## config.mk

```make
export PLATFORM = sky130hd
export DESIGN_NAME = vdb_debouncer
export DESIGN_NICKNAME = d
export VERILOG_FILES = /design/src/rtl/vdb_pkg.sv /design/src/rtl/vdb_rst_sync.sv /design/src/rtl/vdb_sync.sv /design/src/rtl/vdb_planes.sv /design/src/rtl/vdb_accept.sv /design/src/rtl/vdb_debouncer.sv
export SDC_FILE = /design/constraint.sdc
export NUM_CORES = 1
export LEC_CHECK = 0
export BUFFER_PORTS_ARGS = -buffer_cell sky130_fd_sc_hd__clkbuf_2
export CAP_MARGIN = 25
export CORE_MARGIN = 1.5
export CORE_UTILIZATION = 30
export DETAILED_ROUTE_END_ITERATION = 10
export PLACE_DENSITY = 0.45
export SYNTH_ARGS = -nofsm -noshare
export SYNTH_HDL_FRONTEND = slang
export SYNTH_SLANG_ARGS = --single-unit
```

## constraint.sdc

```tcl
create_clock -name clk -period 2.2 [get_ports clk]
set_clock_uncertainty 0.1 [all_clocks]
set_input_delay 0.11 -clock clk [delete_from_list [all_inputs] [get_ports clk]]
set_output_delay 0.11 -clock clk [all_outputs]
set_load 0.05 [all_outputs]
```

## src/rtl/vdb_pkg.sv

```systemverilog
package vdb_pkg;
  // default number of debounced inputs
  localparam int unsigned VDB_WIDTH_DEF = 8;
  // default depth of the input and reset synchronisers
  localparam int unsigned VDB_SYNC_DEF  = 2;
  // counter phases as {high plane, low plane}
  typedef enum logic [1:0] {
    CNT_IDLE  = 2'b00,
    CNT_ONE   = 2'b01,
    CNT_TWO   = 2'b10,
    CNT_THREE = 2'b11
  } vdb_cnt_e;
endpackage

```

## src/rtl/vdb_rst_sync.sv

```systemverilog
module vdb_rst_sync #(
  parameter int unsigned STAGES = 2
) (
  input  logic clk,
  input  logic rst_n,
  output logic rst_sync_n
);
  logic [STAGES-1:0] chain_q;
  logic [STAGES-1:0] chain_d;

  always_comb begin
    chain_d = {chain_q[STAGES-2:0], 1'b1};
  end

  always_ff @(posedge clk or negedge rst_n) begin
    if (!rst_n) chain_q <= '0;
    else        chain_q <= chain_d;
  end

  assign rst_sync_n = chain_q[STAGES-1];
endmodule

```

## src/rtl/vdb_sync.sv

```systemverilog
module vdb_sync #(
  parameter int unsigned WIDTH  = 8,
  parameter int unsigned STAGES = 2
) (
  input  logic             clk,
  input  logic             rst_n,
  input  logic [WIDTH-1:0] d_in,
  output logic [WIDTH-1:0] q_out
);
  logic [WIDTH-1:0] stage_q [STAGES];

  for (genvar s = 0; s < STAGES; s++) begin : g_stage
    logic [WIDTH-1:0] stage_d;
    if (s == 0) begin : g_first
      always_comb stage_d = d_in;
    end else begin : g_next
      always_comb stage_d = stage_q[s-1];
    end
    always_ff @(posedge clk or negedge rst_n) begin
      if (!rst_n) stage_q[s] <= '0;
      else        stage_q[s] <= stage_d;
    end
  end

  assign q_out = stage_q[STAGES-1];
endmodule

```

## src/rtl/vdb_planes.sv

```systemverilog
module vdb_planes #(
  parameter int unsigned WIDTH = 8
) (
  input  logic             clk,
  input  logic             rst_n,
  input  logic             tick,
  input  logic [WIDTH-1:0] pend,
  output logic [WIDTH-1:0] hi_q,
  output logic [WIDTH-1:0] lo_q,
  output logic [WIDTH-1:0] roll
);
  import vdb_pkg::*;

  logic [WIDTH-1:0] hi_d;
  logic [WIDTH-1:0] lo_d;

  // per-input advance then clear; a pending bit whose count lands on idle has wrapped
  for (genvar i = 0; i < WIDTH; i++) begin : g_bit
    logic [1:0] adv;
    logic [1:0] kept;
    always_comb begin
      adv[1]  = hi_q[i] ^ lo_q[i];
      adv[0]  = ~lo_q[i];
      kept    = adv & {2{pend[i]}};
      hi_d[i] = kept[1];
      lo_d[i] = kept[0];
      roll[i] = pend[i] & (vdb_cnt_e'(kept) == CNT_IDLE);
    end
  end

  always_ff @(posedge clk or negedge rst_n) begin
    if (!rst_n) begin
      hi_q <= '0;
      lo_q <= '0;
    end else if (tick) begin
      hi_q <= hi_d;
      lo_q <= lo_d;
    end
  end

  // an input that agreed on the last strobe holds a zero count
  assert_agree_clears_R4: assert property (@(posedge clk) disable iff (!rst_n)
    tick |=> (((hi_q | lo_q) & ~$past(pend)) == '0));

  // planes do not move without a strobe
  assert_planes_hold_R2: assert property (@(posedge clk) disable iff (!rst_n)
    !tick |=> ($stable(hi_q) && $stable(lo_q)));
endmodule

```

## src/rtl/vdb_accept.sv

```systemverilog
module vdb_accept #(
  parameter int unsigned WIDTH = 8
) (
  input  logic             clk,
  input  logic             rst_n,
  input  logic             tick,
  input  logic [WIDTH-1:0] raw_sync,
  input  logic [WIDTH-1:0] roll,
  output logic [WIDTH-1:0] pend,
  output logic [WIDTH-1:0] state_q,
  output logic [WIDTH-1:0] flip_q
);
  logic [WIDTH-1:0] state_d;
  logic [WIDTH-1:0] flip_d;

  always_comb begin
    pend    = raw_sync ^ state_q;
    state_d = state_q ^ roll;
    flip_d  = roll;
  end

  always_ff @(posedge clk or negedge rst_n) begin
    if (!rst_n) begin
      state_q <= '0;
      flip_q  <= '0;
    end else if (tick) begin
      state_q <= state_d;
      flip_q  <= flip_d;
    end
  end

  // outputs frozen between strobes
  assert_hold_between_ticks_R2: assert property (@(posedge clk) disable iff (!rst_n)
    !tick |=> ($stable(state_q) && $stable(flip_q)));

  // a flipped bit takes the level the input showed on that strobe
  assert_flip_takes_input_R3: assert property (@(posedge clk) disable iff (!rst_n)
    tick |=> ((flip_q & (state_q ^ $past(raw_sync))) == '0));

  // no flip on an input that agreed
  assert_no_flip_on_agree_R6: assert property (@(posedge clk) disable iff (!rst_n)
    tick |=> ((flip_q & ~$past(pend)) == '0));
endmodule

```

## src/rtl/vdb_debouncer.sv

```systemverilog
module vdb_debouncer #(
  parameter int unsigned WIDTH = vdb_pkg::VDB_WIDTH_DEF,
  parameter int unsigned SYNC  = vdb_pkg::VDB_SYNC_DEF
) (
  input  logic             clk,
  input  logic             rst_n,
  input  logic             sample_tick,
  input  logic [WIDTH-1:0] raw_in,
  output logic [WIDTH-1:0] level_out,
  output logic [WIDTH-1:0] flip_out
);
  logic             rst_int_n;
  logic [WIDTH-1:0] raw_sync;
  logic [WIDTH-1:0] pend;
  logic [WIDTH-1:0] roll;
  logic [WIDTH-1:0] hi_q;
  logic [WIDTH-1:0] lo_q;

  vdb_rst_sync #(.STAGES(SYNC)) u_rst (
    .clk        (clk),
    .rst_n      (rst_n),
    .rst_sync_n (rst_int_n)
  );

  vdb_sync #(.WIDTH(WIDTH), .STAGES(SYNC)) u_sync (
    .clk   (clk),
    .rst_n (rst_int_n),
    .d_in  (raw_in),
    .q_out (raw_sync)
  );

  vdb_planes #(.WIDTH(WIDTH)) u_planes (
    .clk   (clk),
    .rst_n (rst_int_n),
    .tick  (sample_tick),
    .pend  (pend),
    .hi_q  (hi_q),
    .lo_q  (lo_q),
    .roll  (roll)
  );

  vdb_accept #(.WIDTH(WIDTH)) u_accept (
    .clk      (clk),
    .rst_n    (rst_int_n),
    .tick     (sample_tick),
    .raw_sync (raw_sync),
    .roll     (roll),
    .pend     (pend),
    .state_q  (level_out),
    .flip_q   (flip_out)
  );

  // a flip leaves the count of that input at zero
  assert_flip_resets_count_R5: assert property (@(posedge clk) disable iff (!rst_int_n)
    sample_tick |=> (((hi_q | lo_q) & flip_out) == '0));
endmodule

```

==> impl_metrics.py, run 1 <==
metrics = {
    "worst_setup_path": {
        "slowest_delay_ps": 690,
        "worstPathArrival_ps": 1350,
        "cp_cell_sequence": "clkbuf_2 > nand3_2 > mux2_4",
        "r2r_end": "u_planes.hi_q[6]",
        "crit_type": "in -> reg",
        "r2r_setup_slack_ps": 940,
        "cp_max_fo": 45,
        "worst_r2r_path_depth": 3,
        "cp-start-kind": "input port",
        "required_ps": 2270,
        "worstSetupEndpointType": "flop",
        "cp_slowest_cell": "clkbuf_2",
    },
    "placement": {
        "place_area_um2": 2190,
        "io_buffers": 26,
        "hpwl_um": 2080,
        "gp_congestion": 0.661,
    },
    "route": {
        "antenna_left": 0,
        "drt_iter0_drc": 44,
        "num_vias": 1185,
        "wl_um": 2990,
        "post-route-drc-count": 0,
        "wire_per_inst_um": 11.4,
        "drt-pass1-iter-count": 4,
        "viasPerCell": 4.51,
    },
    "timing": {
        "setup_violations": 0,
        "rsz0062_at_grt": "no",
        "hold_violations": 0,
        "slew_headroom": 0.375,
        "period_share": 0.583,
        "totalNegativeSetupSlack_ps": 0,
        "worst_pin_slew_ps": 937,
        "drv_slew": 0,
        "hold_slack_ps": 26.3,
        "fmax_ghz": 0.780,
        "fin_crit_ps": 1280,
    },
    "synthesis": {
        "yosys.cell_count.top_type": "dfrtp_1",
        "yosysTopAreaCell": "dfrtp_1",
        "syn_inst": 148,
        "yosysSeqAreaShare": 0.625,
        "syn-cell-area_um2": 2000,
        "synth_edf_count": 0,
        "ys_async_sr_fraction": 1.00,
        "synth_flop_cell": "dfrtp_1",
        "synthDistinctLibCells": 27,
        "synth_top_area_frac": 0.625,
        "avgSynthCellArea_um2": 13.5,
        "synth_commonest_cells": "dfrtp_1, inv_1, o22ai_1",
        "yosysWarnings": 0,
        "synthesis.nets": 159,
        "synth_area_leaders": "dfrtp_1, mux2_4, o22ai_1",
        "synth_seq_cells": 50,
    },
    "global_routing": {
        "grt_pass1_wl_um": 5150,
        "grt_most_used_layer": "met2",
        "grt_max_degree": 46,
        "first_global_vias": 1174,
        "grt_use_met3": 0.0383,
        "use_met1": 0.111,
        "antenna_found_initial": 0,
        "use_met2": 0.143,
        "grt-ovfl-total": 0,
        "grt_usage": 0.0912,
    },
    "cts": {
        "clock_latency_ps": 290,
        "cts_sinks": 50,
        "post_cts_resize_count": 0,
        "cts_tree": "done",
        "clock_path_buffers": 2,
        "cts_buffers": 5,
        "root_buffer": "clkbuf_8",
        "htreeDepth": 2,
        "clk_pin_slew_ps": 90,
    },
    "run_status": {
        "status": "completed",
    },
    "final_layout": {
        "fill_cells": 616,
        "area_delta_synth_final_pct": 18.4,
        "nets": 197,
        "drive_above_1_share": 0.317,
        "fin_area_um2": 2370,
        "insertedDiodeCount": 0,
    },
    "floorplanning": {
        "die_x_um": 84.7,
        "start_util": 0.314,
        "fp-row-count": 29,
        "core_um2": 6390,
        "io_pins": 27,
        "die_h_um": 84.7,
        "die_area_um2": 7180,
    },
    "pwr": {
        "leakagePower_nw": 1.10,
        "ir_drop_v": 0.000588,
        "p_per_area_nw_per_um2": 1270,
        "finalPower_mw": 3.00,
    },
    "worst_hold_path": {
        "worstHoldPathType": "in -> async",
    },
    "job": {
        "cap_violations": 0,
    },
}
-- worst max-delay path: cells and delay by family --
| kind | cells | cell delay (ps) |
|---|---|---|
| AND/OR/NAND/NOR | 1 | 190 |
| buffers and inverters | 1 | 690 |
| multiplexers | 1 | 350 |
-- through the flow --
stage	worst slack, ps	std cells	utilization
after global routing	820	263	0.371
after floorplan	605	148	-
final	918	263	0.371
after CTS	930	263	0.371
after global placement	674	247	0.344
after detailed placement	618	247	0.344
-- final cells by class --
| type | instances | area, µm² | share of cell area |
|---|---|---|---|
| flip-flops and latches | 50 | 1250 | 0.528 |
| inverters | 19 | 71.3 | 0.0301 |
| repair buffers | 36 | 240 | 0.101 |
| clock buffers | 7 | 86.3 | 0.0364 |
| well taps | 77 | 96.3 | 0.0406 |
| multi-input cells | 74 | 624 | 0.263 |
-- logic make-up (layout without fill, tap and decap cells) --
logic type | count (synthesis) | after routing | synth area share
buffers and inverters | 24 | 62 | 0.0637
AO/OA/AOI/OAI | 25 | 25 | 0.0824
flip-flops | 50 | 50 | 0.625
other | 1 | 1 | 0.00187
AND/OR/NAND/NOR | 25 | 25 | 0.0937
multiplexers | 15 | 15 | 0.0987
XOR/XNOR | 8 | 8 | 0.0350
-- what timing repair did --
| action | CTS | global route |
|---|---|---|
| hold buffers | 9 | 0 |
| setup buffers | 0 | 0 |
| endpoints found under the hold margin | 10 | 0 |
-- cell usage in the layout, fill, tap and decap left out, drive strengths merged --
| cell type | synthesis | final |
|---|---|---|
| a21o | 1 | 1 |
| o22ai | 15 | 15 |
| o21ai | 5 | 5 |
| buf | 5 | 1 |
| dfrtp | 50 | 50 |
| and3b | 4 | 4 |
| conb | 1 | 1 |
| nor3 | 1 | 1 |
| nor2 | 3 | 3 |
| mux2i | 1 | 1 |
| a21oi | 4 | 4 |
| nand2 | 4 | 4 |
| dlygate4sd3 | 0 | 9 |
| xnor2 | 8 | 8 |
| clkbuf | 0 | 33 |
| inv | 19 | 19 |
| mux2 | 14 | 14 |
| nand3 | 8 | 8 |
| nand2b | 1 | 1 |
| or3b | 4 | 4 |
-- worst max path at each step --
stage | slack [ps] | from | endpoint
2_1_floorplan | 610 | u_rst.chain_q[1] | async pin
3_3_place_gp | 670 | sample_tick | flop
3_5_place_dp | 620 | sample_tick | flop
4_1_cts | 930 | sample_tick | flop
5_1_grt | 820 | sample_tick | flop
6_report | 920 | sample_tick | flop
-- routing by layer --
layer / part of all wire / vias to the layer above / routed length [µm]
met5: 0 / - / 0
met4: 0.0080 / 0 / 24
met3: 0.037 / 2 / 112
met2: 0.48 / 19 / 1440
met1: 0.47 / 587 / 1410
li1: - / 577 / -
-- report_power, final --
part | switching (mW) | internal, mW | total, mW
clock | 0.269 | 0.250 | 0.519
sequential | 0.231 | 1.16 | 1.39
combinational | 0.650 | 0.448 | 1.10
total | 1.15 | 1.85 | 3.00
Power figures use the tool's default switching activity.
==> inputs of run 2 (changes only) <==
--- a/config.mk
+++ b/config.mk
@@ -10,7 +10,7 @@
 export CORE_MARGIN = 1.5
 export CORE_UTILIZATION = 30
 export DETAILED_ROUTE_END_ITERATION = 10
-export PLACE_DENSITY = 0.45
+export PLACE_DENSITY = 0.47
 export SYNTH_ARGS = -nofsm -noshare
 export SYNTH_HDL_FRONTEND = slang
 export SYNTH_SLANG_ARGS = --single-unit
==> constraint.sdc (replaced) <==
create_clock -name clk -period 1.1 [get_ports clk]
set_clock_uncertainty 0.1 [all_clocks]
set_input_delay 0.055 -clock clk [delete_from_list [all_inputs] [get_ports clk]]
set_output_delay 0.055 -clock clk [all_outputs]
set_load 0.05 [all_outputs]
==> impl_metrics.py, run 2 (synthesis gave the netlist of run 1 again) <==
metrics = {
    "run_status": {
        "status": "finished with violations",
        "violations": "negative setup slack",
    },
    "floorplanning": {
        "start_util": 0.314,
        "die_x_um": 84.7,
        "die_h_um": 84.7,
        "core_um2": 6390,
        "io_pins": 27,
        "die_area_um2": 7180,
        "fp-row-count": 29,
    },
    "placement": {
        "hpwl_um": 2260,
        "gp_congestion": 0.644,
        "io_buffers": 26,
    },
    "cts": {
        "cts_sinks": 50,
        "cts_tree": "done",
        "cts_buffers": 5,
        "htreeDepth": 2,
        "clk_pin_slew_ps": 90,
        "clock_path_buffers": 2,
        "clock_latency_ps": 300,
        "root_buffer": "clkbuf_8",
    },
    "global_routing": {
        "grt-ovfl-total": 0,
        "grt_max_degree": 49,
        "grt_pass1_wl_um": 5820,
        "first_global_vias": 1348,
        "antenna_found_initial": 0,
        "grt_usage": 0.103,
    },
    "worst_hold_path": {
        "worstHoldPathType": "in -> reg",
    },
    "timing": {
        "totalNegativeSetupSlack_ps": -790,
        "setup_violations": 14,
        "fmax_ghz": 0.833,
        "rsz0062_at_grt": "yes",
        "hold_violations": 0,
        "fin_crit_ps": 1200,
        "period_share": 1.09,
        "drv_slew": 0,
        "layout_setup_ws_ps": -101,
    },
    "worst_setup_path": {
        "r2r_end": "u_planes.lo_q[3]",
        "worst_r2r_path_depth": 3,
        "cp_max_fo": 2,
        "worstSetupEndpointType": "flop",
        "r2r_setup_slack_ps": -100,
        "worstPathArrival_ps": 1330,
        "cp-start-kind": "flop",
        "endpoint": "u_planes.lo_q[3]",
        "required_ps": 1230,
        "crit_type": "reg -> reg",
    },
    "final_layout": {
        "insertedDiodeCount": 0,
        "area_delta_synth_final_pct": 43.7,
        "nets": 215,
        "final_common_cell": "dfrtp_1",
        "layout_common_cells": "dfrtp_1, inv_1, buf_4, dfrtp_2, mux2_4",
        "drive_above_1_share": 0.537,
    },
    "pwr": {
        "clkPwrFrac": 0.168,
        "swShare": 0.348,
        "p_sw_mw": 2.66,
        "p_int_mw": 4.99,
        "p_seq_frac": 0.378,
        "p_per_area_nw_per_um2": 2660,
        "combPwrFrac": 0.453,
        "finalPower_mw": 7.66,
        "leakagePower_nw": 1.31,
        "ir_drop_v": 0.00120,
    },
    "route": {
        "num_vias": 1288,
        "drt-pass1-iter-count": 3,
        "wl_um": 3380,
        "wire_per_inst_um": 12.0,
        "viasPerCell": 4.57,
        "drt_iter0_drc": 42,
        "post-route-drc-count": 0,
        "antenna_left": 0,
    },
    "job": {
        "cap_violations": 0,
    },
}
==> run 2: cell types whose count changed in the layout (fill, tap and decap cells not counted), sizes merged <==
cell         previous run  this run
clkinvlp                0         2
buf                     1        26
dlygate4sd3             9        10
clkbuf                 33        23
bufinv                  0         1
==> run 2: stage by stage <==
stage               cells  setup WS [ps]  hold slack (ps)  utilization  instance area (µm²)
finish                282           -101             72.9        0.451                 2880
global route          282           -128             89.9        0.451                 2880
CTS                   280           -102             64.5        0.438                 2800
detailed placement    261          -72.6             -256        0.375                 2390
global placement      261          -12.2             -259        0.375                 2390
floorplan             148           -168             -341            -                 2070
==> run 2: layout make-up <==
| class | count | area (µm²) |
|---|---|---|
| Clock buffer | 5 | 68.8 |
| Clock inverter | 3 | 45.0 |
| Fill cell | 583 | 3510 |
| Inverter | 19 | 71.3 |
| Multi-Input combinational cell | 74 | 754 |
| Sequential cell | 50 | 1270 |
| Tap cell | 77 | 96.3 |
| Timing Repair Buffer | 54 | 576 |
==> run 2: power by group through the flow <==
stage / registers [mW] / logic (mW) / clock network (mW)
global route: 2.99 / 3.68 / 1.43
detailed placement: 2.86 / 2.66 / 0
global placement: 2.81 / 2.58 / 0
floorplan: 3.49 / 1.21 / 0
finish: 2.90 / 3.47 / 1.29
CTS: 2.85 / 3.29 / 1.35
==> run 2: worst max-delay path: stages, from the launching register on <==
cell and delay (ps):
dfrtp_2 440, xnor2_2 140, or3b_1 340, o21ai_1 100
==> run 2: worst min-delay path by stage <==
stage,cells past startpoint,start,slack [ps],end
after floorplan,0,rst_n,-340,u_rst.chain_q[0]
after global placement,1,rst_n,-260,u_rst.chain_q[0]
after detailed placement,1,rst_n,-260,u_rst.chain_q[0]
after CTS,3,sample_tick,60,u_planes.lo_q[4]
after global routing,3,sample_tick,90,u_planes.lo_q[2]
final,3,sample_tick,70,u_planes.lo_q[2]
==> run 2: repair_timing <==
| item | CTS | global route |
|---|---|---|
| buffers inserted | 1 | 2 |
| endpoints found under the hold margin | 10 | 0 |
| hold buffers | 10 | 0 |
| setup endpoints to repair | 26 | 31 |
| cloned | 0 | 0 |
| resized for setup | 38 | 25 |
| pin swaps | 2 | 6 |
==> run 2: per-layer routing <==
metal / GRT usage / part of all wire
met1: 0.111 / 0.42
met2: 0.183 / 0.52
met3: 0.0364 / 0.036
met5: 0 / 0
met4: 0.0469 / 0.020
==> inputs of run 3 (changes only) <==
--- a/config.mk
+++ b/config.mk
@@ -5,12 +5,11 @@
 export SDC_FILE = /design/constraint.sdc
 export NUM_CORES = 1
 export LEC_CHECK = 0
-export BUFFER_PORTS_ARGS = -buffer_cell sky130_fd_sc_hd__clkbuf_2
+export BUFFER_PORTS_ARGS = -buffer_cell sky130_fd_sc_hd__buf_2
 export CAP_MARGIN = 25
 export CORE_MARGIN = 1.5
 export CORE_UTILIZATION = 30
 export DETAILED_ROUTE_END_ITERATION = 10
-export PLACE_DENSITY = 0.47
 export SYNTH_ARGS = -nofsm -noshare
 export SYNTH_HDL_FRONTEND = slang
 export SYNTH_SLANG_ARGS = --single-unit
==> impl_metrics.py, run 3 (synthesis gave the netlist of run 1 again) <==
metrics = {
    "run_status": {
        "status": "finished with violations",
        "violations": "negative setup slack",
    },
    "floorplanning": {
        "fp-row-count": 29,
        "die_h_um": 84.7,
        "start_util": 0.314,
        "die_x_um": 84.7,
        "die_area_um2": 7180,
        "core_um2": 6390,
        "io_pins": 27,
    },
    "timing": {
        "period_share": 1.06,
        "rsz0062_at_grt": "yes",
        "setup_violations": 13,
        "fmax_ghz": 0.861,
        "hold_violations": 0,
        "totalNegativeSetupSlack_ps": -498,
        "fin_crit_ps": 1160,
        "drv_slew": 0,
        "layout_setup_ws_ps": -61.4,
    },
    "route": {
        "antenna_left": 0,
        "viasPerCell": 4.33,
        "drt_iter0_drc": 48,
        "drt-pass1-iter-count": 2,
        "wl_um": 3130,
        "num_vias": 1226,
        "wire_per_inst_um": 11.1,
        "post-route-drc-count": 0,
    },
    "final_layout": {
        "final_common_cell": "dfrtp_1",
        "fill_cells": 598,
        "multiInputGateArea_um2": 714,
        "area_delta_synth_final_pct": 37.3,
        "drive_above_1_share": 0.485,
        "ff_latch_area_um2": 1260,
        "layout_common_cells": "dfrtp_1, inv_1, buf_4, o22ai_1, buf_2",
        "nets": 216,
        "insertedDiodeCount": 0,
        "stdcell_count": 283,
    },
    "cts": {
        "clock_path_buffers": 2,
        "cts_sinks": 50,
        "clock_latency_ps": 300,
        "clk_pin_slew_ps": 90,
        "cts_tree": "done",
        "root_buffer": "clkbuf_8",
        "htreeDepth": 2,
        "cts_buffers": 5,
    },
    "global_routing": {
        "grt_use_met3": 0.0344,
        "use_met1": 0.124,
        "grt_pass1_wl_um": 5420,
        "grt_max_degree": 29,
        "grt_most_used_layer": "met2",
        "grt-ovfl-total": 0,
        "first_global_vias": 1209,
        "grt_usage": 0.0964,
        "use_met2": 0.149,
        "antenna_found_initial": 0,
    },
    "placement": {
        "hpwl_um": 2110,
        "placed_cells": 263,
        "io_buffers": 26,
        "gp_congestion": 0.737,
    },
    "worst_setup_path": {
        "crit_type": "reg -> reg",
        "cp_max_fo": 2,
        "worstSetupEndpointType": "flop",
        "worstPathArrival_ps": 1280,
        "cp-start-kind": "flop",
        "r2r_end": "u_planes.lo_q[4]",
        "r2r_setup_slack_ps": -60,
        "worst_r2r_path_depth": 3,
        "required_ps": 1220,
    },
    "pwr": {
        "leakagePower_nw": 1.27,
        "ir_drop_v": 0.00112,
        "p_per_area_nw_per_um2": 2570,
    },
    "worst_hold_path": {
        "worstHoldPathType": "reg -> async",
    },
    "job": {
        "cap_violations": 0,
    },
}
-- run 3: cell count changes in the layout (fill, tap and decap cells not counted), moves of 3 or more --
cell | before | now
buf_2 | 0 | 12
clkbuf_2 | 10 | 0
buf_8 | 3 | 6
clkbuf_16 | 5 | 0
nand3_1 | 0 | 3
nand3_2 | 7 | 4
-- run 3: final cells by class --
type | count | share of cell area
inverters | 19 | 0.0259
repair buffers | 55 | 0.189
clock inverters | 2 | 0.00364
clock buffers | 6 | 0.0264
well taps | 77 | 0.0350
multi-input cells | 74 | 0.260
flip-flops and latches | 50 | 0.460
-- run 3: power breakdown --
group          switching (mW)  internal (mW)
Clock                   0.582          0.442
Combinational            1.42           1.75
Sequential              0.513           2.35
Total                    2.52           4.54
-- run 3: through the flow --
step	area (µm²)	total power, mW	setup WS (ps)	hold slack (ps)	utilization
2_1_floorplan	2070	4.71	-168	-341	-
3_3_place_gp	2410	5.45	-18.3	-259	0.377
3_5_place_dp	2410	5.50	-48.1	-258	0.377
4_1_cts	2700	7.03	-73.1	44.5	0.423
5_1_grt	2750	7.49	-132	57.7	0.431
6_report	2750	7.06	-61.4	31.2	0.431
-- run 3: worst max-delay path by stage --
stage	startpoint	endpoint	slack [ps]	cells past startpoint
after floorplan	flop	u_planes.lo_q[5]	-170	3
after global placement	flop	u_planes.lo_q[3]	-20	3
after detailed placement	flop	u_planes.lo_q[5]	-50	3
after CTS	flop	level_out[5]	-70	2
after global routing	u_sync.q_out[2]	u_planes.lo_q[2]	-130	3
final	flop	u_planes.lo_q[4]	-60	3
-- run 3: routing by layer --
metal	part of all wire	routed length, µm	vias to the layer above
li1	-	-	612
met1	0.48	1490	589
met2	0.46	1430	20
met3	0.047	148	5
met4	0.017	53	0
met5	0	0	-
-- run 3: what timing repair did --
item,CTS,global route
gates resized for setup,32,12
pin swaps,0,1
hold endpoints to repair,10,0
hold buffers,10,0
endpoints found under the setup margin,18,27
buffers inserted,0,2
-- run 3: critical path, cell delays in order, from the launching register on --
cell and delay [ps]:
dfrtp_2 430, xnor2_2 140, or3b_1 350, o21ai_1 80
